File: config.mk
export PLATFORM = sky130hd
export DESIGN_NAME = jtu_top
export DESIGN_NICKNAME = d
export VERILOG_FILES = /design/src/rtl/jtu_pkg.sv /design/src/rtl/jtu_addr_calc.sv /design/src/rtl/jtu_align_check.sv /design/src/rtl/jtu_link_gen.sv /design/src/rtl/jtu_top.sv
export SDC_FILE = /design/constraint.sdc
export NUM_CORES = 1
export LEC_CHECK = 0
export BUFFER_PORTS_ARGS = -buffer_cell sky130_fd_sc_hd__buf_2
export CORE_MARGIN = 4
export CORE_UTILIZATION = 45
export DETAILED_ROUTE_END_ITERATION = 7
export PLACE_DENSITY = 0.74
export SETUP_SLACK_MARGIN = 0.2
export SYNTH_ARGS = -nofsm -noshare
export SYNTH_HDL_FRONTEND = slang
export SYNTH_SLANG_ARGS = --single-unit
File: constraint.sdc
create_clock -name clk -period 2.5 [get_ports clk]
set_input_delay 0 -clock clk [delete_from_list [all_inputs] [get_ports clk]]
set_output_delay 0 -clock clk [all_outputs]
set_load 0.01 [all_outputs]
File: src/rtl/jtu_pkg.sv
package jtu_pkg;

    typedef enum logic {
        LSB_CLEAR = 1'b0,
        LSB_KEEP  = 1'b1
    } jtu_lsb_mode_e;

    typedef struct packed {
        logic bit0_fault;
        logic bit1_fault;
        logic trap;
    } jtu_align_t;

endpackage

File: src/rtl/jtu_addr_calc.sv
module jtu_addr_calc #(
    parameter int XLEN  = 64,
    parameter int IMM_W = 12
) (
    input  logic [XLEN-1:0]       base_i,
    input  logic [IMM_W-1:0]      imm_i,
    input  jtu_pkg::jtu_lsb_mode_e mode_i,
    output logic [XLEN-1:0]       tgt_o
);
    localparam int EXT_W = XLEN - IMM_W;

    logic [XLEN-1:0] imm_ext;
    logic [XLEN-1:0] sum;

    always_comb begin
        imm_ext = {{EXT_W{imm_i[IMM_W-1]}}, imm_i};
        sum     = base_i + imm_ext;
        tgt_o   = sum;
        if (mode_i == jtu_pkg::LSB_CLEAR) tgt_o[0] = 1'b0;
    end
endmodule

File: src/rtl/jtu_align_check.sv
module jtu_align_check (
    input  logic [1:0]             low_i,
    input  logic                   cmp_en_i,
    input  jtu_pkg::jtu_lsb_mode_e mode_i,
    output jtu_pkg::jtu_align_t    chk_o
);
    always_comb begin
        chk_o.bit0_fault = (mode_i == jtu_pkg::LSB_KEEP) && low_i[0];
        chk_o.bit1_fault = !cmp_en_i && low_i[1];
        chk_o.trap       = chk_o.bit0_fault || chk_o.bit1_fault;
    end
endmodule

File: src/rtl/jtu_link_gen.sv
module jtu_link_gen #(
    parameter int XLEN   = 64,
    parameter int REG_AW = 5,
    parameter int STEP   = 4
) (
    input  logic [XLEN-1:0]   pc_i,
    input  logic [REG_AW-1:0] rd_i,
    output logic [XLEN-1:0]   link_o,
    output logic              wr_ok_o
);
    always_comb begin
        link_o  = pc_i + XLEN'(STEP);
        wr_ok_o = (rd_i != '0);
    end
endmodule

File: src/rtl/jtu_top.sv
module jtu_top #(
    parameter int XLEN         = 64,
    parameter int IMM_W        = 12,
    parameter int REG_AW       = 5,
    parameter int INSN_BYTES   = 4,
    parameter bit HAS_KEEP_MODE = 1'b1
) (
    input  logic              clk,
    input  logic              rst_n,
    input  logic              req_i,
    input  logic [XLEN-1:0]   base_i,
    input  logic [IMM_W-1:0]  imm_i,
    input  logic [XLEN-1:0]   pc_i,
    input  logic [REG_AW-1:0] rd_i,
    input  logic              cmp_en_i,
    input  logic              lsb_mode_i,
    output logic              tgt_vld_o,
    output logic [XLEN-1:0]   tgt_o,
    output logic [XLEN-1:0]   link_o,
    output logic              link_we_o,
    output logic [REG_AW-1:0] link_rd_o,
    output logic              exc_o,
    output logic [XLEN-1:0]   exc_addr_o
);
    import jtu_pkg::*;

    typedef struct packed {
        logic              tgt_vld;
        logic [XLEN-1:0]   tgt;
        logic [XLEN-1:0]   link;
        logic              link_we;
        logic [REG_AW-1:0] link_rd;
        logic              exc;
        logic [XLEN-1:0]   exc_addr;
    } jtu_state_t;

    jtu_lsb_mode_e   mode_eff;
    logic [XLEN-1:0] tgt_c;
    logic [XLEN-1:0] link_c;
    logic            wr_ok_c;
    jtu_align_t      chk_c;
    jtu_state_t      st_d, st_q;

    generate
        if (HAS_KEEP_MODE) begin : g_mode
            assign mode_eff = jtu_lsb_mode_e'(lsb_mode_i);
        end else begin : g_fixed
            logic unused_mode;
            assign unused_mode = lsb_mode_i;
            assign mode_eff    = LSB_CLEAR;
        end
    endgenerate

    jtu_addr_calc #(.XLEN(XLEN), .IMM_W(IMM_W)) u_addr (
        .base_i (base_i),
        .imm_i  (imm_i),
        .mode_i (mode_eff),
        .tgt_o  (tgt_c)
    );

    jtu_align_check u_align (
        .low_i    (tgt_c[1:0]),
        .cmp_en_i (cmp_en_i),
        .mode_i   (mode_eff),
        .chk_o    (chk_c)
    );

    jtu_link_gen #(.XLEN(XLEN), .REG_AW(REG_AW), .STEP(INSN_BYTES)) u_link (
        .pc_i    (pc_i),
        .rd_i    (rd_i),
        .link_o  (link_c),
        .wr_ok_o (wr_ok_c)
    );

    always_comb begin
        st_d         = st_q;
        st_d.tgt_vld = 1'b0;
        st_d.exc     = 1'b0;
        st_d.link_we = 1'b0;
        if (req_i) begin
            if (chk_c.trap) begin
                st_d.exc      = 1'b1;
                st_d.exc_addr = tgt_c;
            end else begin
                st_d.tgt_vld = 1'b1;
                st_d.tgt     = tgt_c;
                st_d.link    = link_c;
                st_d.link_rd = rd_i;
                st_d.link_we = wr_ok_c;
            end
        end
    end

    always_ff @(posedge clk) begin
        if (!rst_n) st_q <= '0;
        else        st_q <= st_d;
    end

    assign tgt_vld_o  = st_q.tgt_vld;
    assign tgt_o      = st_q.tgt;
    assign link_o     = st_q.link;
    assign link_we_o  = st_q.link_we;
    assign link_rd_o  = st_q.link_rd;
    assign exc_o      = st_q.exc;
    assign exc_addr_o = st_q.exc_addr;

    // result and trap are mutually exclusive
    p_one_outcome_r6: assert property (@(posedge clk) disable iff (!rst_n)
        !(tgt_vld_o && exc_o));

    // any outcome comes from a request one edge earlier
    p_outcome_needs_req_r6: assert property (@(posedge clk) disable iff (!rst_n)
        (tgt_vld_o || exc_o) |-> $past(req_i));

    // no request, no pulses
    p_idle_quiet_r9: assert property (@(posedge clk) disable iff (!rst_n)
        !$past(req_i) |-> (!tgt_vld_o && !exc_o && !link_we_o));

    // a trap leaves target and link untouched
    p_hold_on_exc_r7: assert property (@(posedge clk) disable iff (!rst_n)
        exc_o |-> ($stable(tgt_o) && $stable(link_o) && !link_we_o));

    // compressed support in clearing mode never traps
    p_no_trap_cmp_r4: assert property (@(posedge clk) disable iff (!rst_n)
        exc_o |-> !($past(cmp_en_i) && !$past(lsb_mode_i)));

    // clearing mode yields even targets
    p_even_target_r2: assert property (@(posedge clk) disable iff (!rst_n)
        (tgt_vld_o && !$past(lsb_mode_i)) |-> !tgt_o[0]);

    // register 0 is never written
    p_no_x0_write_r8: assert property (@(posedge clk) disable iff (!rst_n)
        link_we_o |-> (link_rd_o != '0));

    // traps report an address with a bad low bit
    p_fault_addr_r3: assert property (@(posedge clk) disable iff (!rst_n)
        exc_o |-> (exc_addr_o[1:0] != 2'b00));
endmodule

# Word level (Yosys, flattened, before mapping)
# Cells that the tools add are included.
totals:
  reg_bits: 200
  latchBits: 0
  mem_bits_rw: 0
  mem_bits_ro: 0
  memories: 0
op_classes:
  addsub: 2
  mul: 0
  div_mod_pow: 0
  n_lt_le_gt_ge: 0
  n_eq_ne: 0
  n_shift: 0
  mux: 3
  bitwise: 3
  n_reduce_logical: 9
op_table:
  columns: ["cell", "n"]
  rows:
  - ["$mux 135", 1]
  - ["$mux 65", 1]
  - ["$add 64x3->64 const B", 1]
  - ["$add 64x64->64", 1]
  - ["$reduce_and 2->1", 3]
  - ["$reduce_bool 5->1", 1]
  - ["$not 1->1", 3]
  - ["$reduce_or 3->1", 1]
  - ["$logic_and 1x1->1", 2]
  - ["$logic_not 1->1", 1]
  - ["$logic_or 1x1->1", 1]
  - ["$mux 1", 1]

# Depth between registers and ports, before layout
# Gate-level depths: netlist of run 1.
depth:
  word_depth: 6
  ltp_mapped: 13
  ltp_nobuf: 13

# Cells and area by module
# A second synthesis of run 1 with hierarchy kept.
unflattened:
  cells_unflattened: 1548
  hier_area_um2: 12751.0
by_module_without_submodules:
  columns: ["mod", "n_inst", "cells_per_inst", "area_per_inst_um2"]
  rows:
  - ["jtu_top", 1, 791, 7666.1]
  - ["jtu_addr_calc", 1, 559, 3769.9]
  - ["jtu_link_gen", 1, 195, 1293.7]
  - ["jtu_align_check", 1, 3, 21.3]

# Least setup slack after synthesis of run 1
# Ideal clock, no wire load.
synth_path:
  kind: "input to register"
  startpoint: "input port base_i[0]"
  endpoint: "register st_q (netlist bit exc_addr_o[56])"
  setup_ns: 0.120
  arrival_ns: 2.488
  t_required_ns: 2.380
  slack_ns: -0.108
  stages: 13
  path_cell_list: "ha_1 inv_1 fa_1 nor2b_1 o31a_4 nor2_1 o311ai_2 a211oi_1 nor3_2 nor2_1 or3_1 and2_1 a211o_1"
synth_via:
  elab_chain_len: 5
  elab_cells_between_ends: 6
synth_lines:
  columns: ["element", "line", "text"]
  rows:
  - ["start: declaration", "jtu_top.sv:11", "input logic [XLEN-1:0] base_i,"]
  - ["$add 64x64->64 (*)", "jtu_addr_calc.sv:17", "sum = base_i + imm_ext;"]
  - ["$mux 1", "jtu_addr_calc.sv:19", "if (mode_i == jtu_pkg::LSB_CLEAR) tgt_o[0] = 1'b0;"]
  - ["$logic_and 1x1->1", "jtu_align_check.sv:8", "chk_o.bit0_fault = (mode_i == jtu_pkg::LSB_KEEP) && low_i[0];"]
  - ["$logic_or 1x1->1", "jtu_align_check.sv:10", "chk_o.trap = chk_o.bit0_fault || chk_o.bit1_fault;"]
  - ["$reduce_and 2->1 (no line)", null, null]
  - ["end signal: assignment", "jtu_top.sv:96", "else st_q <= st_d;"]
  - ["end: declaration", "jtu_top.sv:42", "jtu_state_t st_d, st_q;"]
# Mark *: on every way between the ends. The rest lies on a longest branch, timed or not.
# A chain may end at the register's enable or synchronous reset.

# Worst setup path in the final report of run 1
layout_path:
  startpoint: "input port base_i[0]"
  endpoint: "register st_q (netlist bit exc_addr_o[28])"
# Same word-level chain as after synthesis.

==> results of run 1 <==
==> final cells by class <==
type | count | area [um^2] | share of cell area
clock inverters | 14 | 165 | 0.00944
diodes | 2 | 5.00 | 0.000286
repair buffers | 656 | 4350 | 0.249
inverters | 26 | 100 | 0.00572
flip-flops and latches | 200 | 4000 | 0.229
well taps | 335 | 419 | 0.0239
clock buffers | 18 | 439 | 0.0251
multi-input cells | 1228 | 8020 | 0.458
==> logic make-up after synthesis <==
family / Yosys count
mux: 6
buf+inv: 112
flops: 200
fa+ha+maj: 65
xor+xnor: 106
compound gates: 457
simple gates: 594
==> registers in the layout (all words and copies together) (netlist names) <==
| register | cells |
|---|---|
| link_we_o | 1 |
| tgt_o | 64 |
| tgt_vld_o | 1 |
| exc_addr_o | 64 |
| link_o | 64 |
| exc_o | 1 |
| link_rd_o | 5 |
==> timing repair <==
item / 4_1_cts / 5_1_grt
endpoints found under the hold margin: 71 / 0
pin swaps: 4 / 35
setup buffers: 1 / 8
cloned: 0 / 1
gates resized for setup: 13 / 82
setup endpoints to repair: 82 / 78
hold buffers: 81 / 0
==> worst max-delay path, delay by kind of cell <==
| kind | cells | cell delay, ns |
|---|---|---|
| XOR/XNOR | 1 | 0.22 |
| buffers and inverters | 3 | 0.32 |
| adder cells (fa/ha/maj) | 2 | 0.36 |
| AND/OR/NAND/NOR | 2 | 0.08 |
| AO/OA/AOI/OAI | 7 | 1.63 |
==> placed cells by master (no fill, tap or decap), types with 8 or more instances in the layout <==
cell type	synthesis	layout
a211o_1	8	8
a211oi_1	39	36
a21o_1	34	34
a21oi_1	183	178
and2_1	16	13
and3_1	29	24
and4_1	9	8
buf_2	5	344
buf_4	0	222
clkbuf_16	0	18
dfxtp_1	200	200
dlygate4sd3_1	0	80
ha_1	64	49
ha_4	0	13
inv_1	25	24
nand2_1	192	188
nand2b_1	9	9
nand3_1	54	54
nand4_1	25	25
nor2_1	205	193
nor2_2	0	10
nor3_1	18	16
o21a_1	28	28
o21ai_0	75	68
o21ai_1	17	20
o21bai_1	10	10
or3_1	13	12
xnor2_1	60	59
xor2_1	46	40
==> routing by layer <==
layer	up-vias	global-route usage	wire, um
li1	6630	-	-
met1	6554	0.342	17800
met2	617	0.499	21900
met3	158	0.0548	3320
met4	0	0.151	2380
met5	-	0	0
==> synth_stat cells (all sizes together) (9+ instances only) <==
cell / number
a211oi: 40
and4: 10
nor2: 205
a31oi: 9
inv: 26
or3: 13
nand2b: 9
nand2: 192
o21a: 28
dfxtp: 200
and3: 29
a21oi: 185
ha: 64
xnor2: 60
and2: 17
nand3: 56
o21bai: 10
nand4: 25
nor3: 20
a21o: 34
clkbuf: 78
xor2: 46
o21ai: 95
==> power by group <==
group | internal (W) | switching, W | total (W)
clock | 0.00139 | 0.00152 | 0.00291
combinational | 0.00156 | 0.00194 | 0.00350
sequential | 0.00349 | 0.000159 | 0.00365
==> per-stage QoR <==
stage | worst slack (ns) | utilization | total power [W]
floorplan | 0.105 | - | 0.00543
global placement | -0.623 | 0.595 | 0.00681
detailed placement | -0.656 | 0.595 | 0.00689
CTS | 0.185 | 0.653 | 0.00989
global route | 0.0626 | 0.671 | 0.0105
finish | 0.198 | 0.672 | 0.0101
==> worst paths after layout <==
kind,from,endpoint,slack [ns],cells after the start
setup / recovery,base_i[0],exc_addr_o[28],0.20,15
hold / removal,imm_i[0],exc_addr_o[0],0.03,4
setup reg to reg,link_o[19],link_o[19],1.18,3
hold reg to reg,exc_addr_o[4],exc_addr_o[4],0.46,2
==> results.md, run 1 <==
* Worst-skew pair later-pin latency at 0.45 ns
* Worst Hold Class: in2reg
* WL per Instance at 18.3 um
* CORE AREA at 26100 um^2
* Final min period at 2.30 ns
* Asr flop ratio synth at 0
* Initial Util at 0.457
* Via count at 14000
* Sequential area share after synthesis at 0.336
* YS warnings at 0
* Pwr dens at 575 nW/um^2
* Share of cells above drive strength 1 at 0.333
* Hold WS at 0.0292 ns
* Largest family of logic cells by synthesized area: compound AO/OA/AOI/OAI gates
* Area share of the largest cell type after synthesis at 0.336
* Compound-Gate Fraction of Synth Area at 0.249
* Xor/xnor share of the synthesized area at 0.0780
* WP data arrival at 2.62 ns
* FF+latch count, synth at 200
* Iter 0 DRT Violations at 1216
* Global-route wire length before repair at 68700 um
* Synth Area in Simple Gates at 0.227
* Setup CP Type: in2reg
* Max Freq at 434 MHz
* Area leader, netlist: dfxtp_1
* Antenna Nets Post-Route at 0
* Mux cell area share after synthesis at 0.00504
* Worst-path maximum fanout at 3
* Die Y-Extent at 171 um
* Adder-Cell Fraction of Synth Area at 0.0689
* DRC Markers at 0
* # H-tree levels at 4
* Fin area at 17500 um^2
* GPL Wtd Cong at 0.950
* Die area at 29100 um^2
* Clk_skew at 0 ns
* Nets@finish at 2344
* Top post-synthesis cells by area: dfxtp_1, a21oi_1, ha_1
* Vias in the first global route at 13500
* Layout area overhead at 47.0%
* Leakage power at 8.01 nW
* Worst slew margin at 0.548
* Post-detail-place hpwl at 32800 um
* Maximum VDD drop at 380 uV
* Num CTS Buffers at 17
* Top_reg_cell synth: dfxtp_1
* Port-buffer cells at 349
* Max-slew violation count at 0
* Clock slew seen by the registers of the worst setup and hold paths at 0.10 ns
* Setup TNS at 0 ns
* Final worst-path cycle share at 0.921
* Critical Path Sink Type: flop
* Mapped cell area at 11900 um^2
* CP Launch Type: primary input
* Synthesized net count at 1755
* Max Buffers Root-to-Sink at 2
* Grt total ovfl at 0
* CTS tree: built
* Top Ports at 350
* DP Area at 15500 um^2
* Placed cells at 2354
* Final setup vio count at 0
* Finished Layout Cells at 2479
* Vias per cell at 5.63
* Required @ worst endpoint at 2.81 ns
* Total wire length at 45400 um
* Final hold viol count at 0
* GRT Total Usage at 0.289
* Number of synthesized flops with an enable pin at 0
* Clock Tree Root: clkbuf_16
* RSZ-0062 raised after global routing: true
* Die Width at 171 um
* # rows at 59
* Synth cell types at 78
* Mapped Cells at 1540
* Slew @ Worst Pin at 0.678 ns
* DRT Pass-1 Iters at 5
* Slowest Stage Delay on Critical Path at 0.37 ns
* Antenna violations before repair at 0
* Max cap viols at 0
* CP max-delay cell: a221oi_4
* Largest net degree at the start of global routing at 122
* CTS Sinks at 200
* Fillers at 2051
* Status: complete, no violations
* Synthesized area per cell at 7.73 um^2
* CP cell instances: buf_8 > ha_4 > inv_2 > fa_2 > nor2b_2 > o31a_4 > o41ai_4 > o211ai_2 > buf_6 > a21boi_4 > o21ai_4 > a221oi_4 > xor2_2 > o21a_1 > nor2_1
(Power assumes the default switching activity.)
==> run 2: changes to the inputs <==
--- a/config.mk
+++ b/config.mk
@@ -5,11 +5,12 @@
 export SDC_FILE = /design/constraint.sdc
 export NUM_CORES = 1
 export LEC_CHECK = 0
+export ABC_AREA = 1
 export BUFFER_PORTS_ARGS = -buffer_cell sky130_fd_sc_hd__buf_2
 export CORE_MARGIN = 4
 export CORE_UTILIZATION = 45
 export DETAILED_ROUTE_END_ITERATION = 7
-export PLACE_DENSITY = 0.74
+export PLACE_DENSITY = 0.71
 export SETUP_SLACK_MARGIN = 0.2
 export SYNTH_ARGS = -nofsm -noshare
 export SYNTH_HDL_FRONTEND = slang
==> run 2 against run 1 <==
First-iteration DRC count is 14% higher. Register-to-register slack better by 0.48 ns. Critical path depth is 1 lower. Global-route usage is 4.9 points higher. Clock-buffer cell count stayed put.
==> results.md, run 2 <==
* Setup CP Type: in2reg
* WL per Instance at 18.1 um (-0.94%)
* FF+latch count, synth at 200 (unchanged)
* Util after Layout at 0.568 (-0.103)
* Worst-skew pair later-pin latency at 0.46 ns (about the same)
* Top_reg_cell synth: dfxtp_1
* Die Width at 192 um (+13%)
* Clk_skew at 0 ns (unchanged)
* Maximum VDD drop at 508 uV (+34%)
* Share of cells above drive strength 1 at 0.148 (-0.184)
* Iter 0 DRT Violations at 1387 (+14%)
* Combinational power share at 0.342 (-0.006)
* Number of synthesized flops with an enable pin at 0 (unchanged)
* Worst-path maximum fanout at 5 (+2)
* Synthesized net count at 2900 (+65%)
* Grt peak-use layer: met2
* CTS Sinks at 200 (unchanged)
* Worst slew margin at 0.482 (-0.0658)
* Switching pwr at 0.00396 W (+9.3%)
* Required @ worst endpoint at 2.86 ns (+0.05 ns)
* Synthesized area per cell at 5.70 um^2 (-26%)
* Max cap viols at 0 (unchanged)
* Nets@finish at 3314 (+41%)
* Global-route wire length before repair at 95600 um (+39%)
* Top Ports at 350 (unchanged)
* Fraction of power spent switching nets at 0.389 (+0.0294)
* Post-detail-place hpwl at 52600 um (+60%)
* Final min period at 2.15 ns (-0.152 ns)
* Final setup vio count at 0 (unchanged)
* Adder-Cell Fraction of Synth Area at 0.0537 (-0.0153)
* YS warnings at 0 (unchanged)
* Status: complete, no violations
* # H-tree levels at 4 (unchanged)
* Area leader, netlist: dfxtp_1
* CORE AREA at 33500 um^2 (+29%)
* Synth Area in Simple Gates at 0.396 (+0.169)
* Post-CTS resize count at 0 (-13)
* Area share of the largest cell type after synthesis at 0.262 (-0.0746)
* Ant. Diodes at 0 (-2)
* Slew @ Worst Pin at 0.777 ns (+0.0987 ns)
* Top post-synthesis cells by area: dfxtp_1, nand2_1, inv_1
* Leakage power at 11.6 nW (+44%)
* Layout area overhead at 24.6%
* Total wire length at 64600 um (+42%)
* Pwr dens at 533 nW/um^2 (-7.2%)
* Post-CTS Setup Inserts at 0 (-1)
* Final worst-path cycle share at 0.860 (-0.0610)
* WP data arrival at 2.51 ns (-0.11 ns)
* Grt total ovfl at 0 (unchanged)
* Max Buffers Root-to-Sink at 2 (unchanged)
* Critical Path Sink Type: flop
* Synth cell types at 38 (-51%)
* Mux cell area share after synthesis at 0 (-0.00504)
* Max-slew violation count at 0 (unchanged)
* Proportion of power drawn by flip-flops and latches at 0.366 (+0.003)
* Vias in the first global route at 17200 (+28%)
* P_int at 0.00621 W (-3.6%)
* Grt met1 use at 0.419 (+0.0772)
* Worst Hold Class: in2reg
* Vias per cell at 5.11 (-9.3%)
* CTS tree: built
* Leading cell types in the layout, fill and taps excluded: nand2_1, inv_1, buf_2, nor2_1, dfxtp_1
* Mapped cell area at 15300 um^2 (+29%)
* Via count at 18200 (+30%)
* Port-buffer cells at 349 (unchanged)
* Clock slew seen by the registers of the worst setup and hold paths at 0.08 ns (-0.02 ns)
* # rows at 67 (+14%)
* Final hold viol count at 0 (unchanged)
* Asr flop ratio synth at 0 (unchanged)
* Num CTS Buffers at 17 (unchanged)
* Initial Util at 0.456 (-0.000628)
* GRT Total Usage at 0.338 (+0.0489)
* Setup TNS at 0 ns (unchanged)
* Met3 usage at 0.0669 (+0.0122)
* DRT Pass-1 Iters at 6 (+1)
* Max Freq at 465 MHz (+7.1%)
* Most common cell after layout, fill and taps aside: nand2_1
* CP Launch Type: primary input
* Antenna Nets Post-Route at 0 (unchanged)
* Mapped Cells at 2685 (+74%)
* Largest family of logic cells by synthesized area: simple AND/OR/NAND/NOR gates
* Clock Tree Root: clkbuf_16
* Antenna violations before repair at 0 (unchanged)
* Top-count cell post-synth: nand2_1
* GPL Wtd Cong at 1.02 (+7.5%)
* Die Y-Extent at 192 um (+13%)
* DRC Markers at 0 (unchanged)
* Largest net degree at the start of global routing at 94 (-23%)
* Grt met2 use at 0.564 (+0.0645)
* Clock power frac at 0.291 (+0.002)
* Compound-Gate Fraction of Synth Area at 0.0993 (-0.149)
* RSZ-0062 raised after global routing: false
* Hold Buf Count CTS at 61 (-25%)
* Post-synth top cells: nand2_1, inv_1, nor2_1, dfxtp_1, nand3_1
* Sequential area share after synthesis at 0.262 (-0.0746)
* Die area at 37000 um^2 (+27%)
* Xor/xnor share of the synthesized area at 0.0315 (-0.0465)
[run 2: critical path, stage by stage]
cell,delay (ns)
dlygate4sd3_1,0.54
buf_2,0.20
ha_1,0.32
nand2_1,0.08
inv_1,0.11
nand3_2,0.18
nor3_1,0.18
nand3_1,0.12
nor2_1,0.18
nand2_1,0.21
o21ai_1,0.18
nand2_1,0.07
nand2_1,0.08
nand2_1,0.05
[run 2: through the flow]
step                      hold slack, ns  std cells  cell area, um^2  setup WS (ns)  total power (W)
after global routing              0.0344       3560            19100          0.237           0.0107
after detailed placement           0.238       3467            17800         0.0348          0.00714
after global placement             0.226       3467            17800        -0.0259          0.00710
final                             0.0142       3560            19100          0.351           0.0102
after CTS                       0.000162       3560            19100          0.486           0.0102
after floorplan                   0.0900       2685            15300          0.603          0.00569
[run 2: cell type report]
| type | count | area, um^2 |
|---|---|---|
| multi-input combinational | 1844 | 8880 |
| inverter | 579 | 2170 |
| tap | 448 | 561 |
| clock inverter | 14 | 184 |
| fill | 3537 | 14500 |
| sequential | 200 | 4000 |
| timing repair buffer | 457 | 2830 |
| clock buffer | 18 | 429 |
[run 2: metal layers]
layer | share of wire | vias up
met5 | 0 | -
met4 | 0.055 | 0
met1 | 0.40 | 8195
met3 | 0.084 | 162
li1 | - | 9022
met2 | 0.46 | 811
[run 2: final timing paths]
check	cells after the start	start	to	slack (ns)
setup / recovery	14	pc_i[2]	link_o[46]	0.35
hold / removal	6	pc_i[43]	link_o[43]	0.01
setup reg to reg	4	exc_addr_o[49]	exc_addr_o[49]	1.66
hold reg to reg	2	exc_addr_o[0]	exc_addr_o[0]	0.47
[run 2: cells by family (layout without fill, tap and decap cells)]
group / after synthesis / count (layout)
AO/OA/AOI/OAI: 253 / 253
XOR/XNOR: 55 / 55
adder cells (fa/ha/maj): 65 / 65
buffers and inverters: 641 / 1068
flip-flops: 200 / 200
AND/OR/NAND/NOR: 1471 / 1471
[run 2: power groups by stage]
| stage | clock [W] | sequential [W] | combinational, W |
|---|---|---|---|
| after floorplan | 0 | 0.00390 | 0.00178 |
| after global placement | 0 | 0.00378 | 0.00332 |
| after detailed placement | 0 | 0.00379 | 0.00335 |
| after CTS | 0.00302 | 0.00372 | 0.00344 |
| after global routing | 0.00313 | 0.00375 | 0.00384 |
| final | 0.00296 | 0.00373 | 0.00348 |
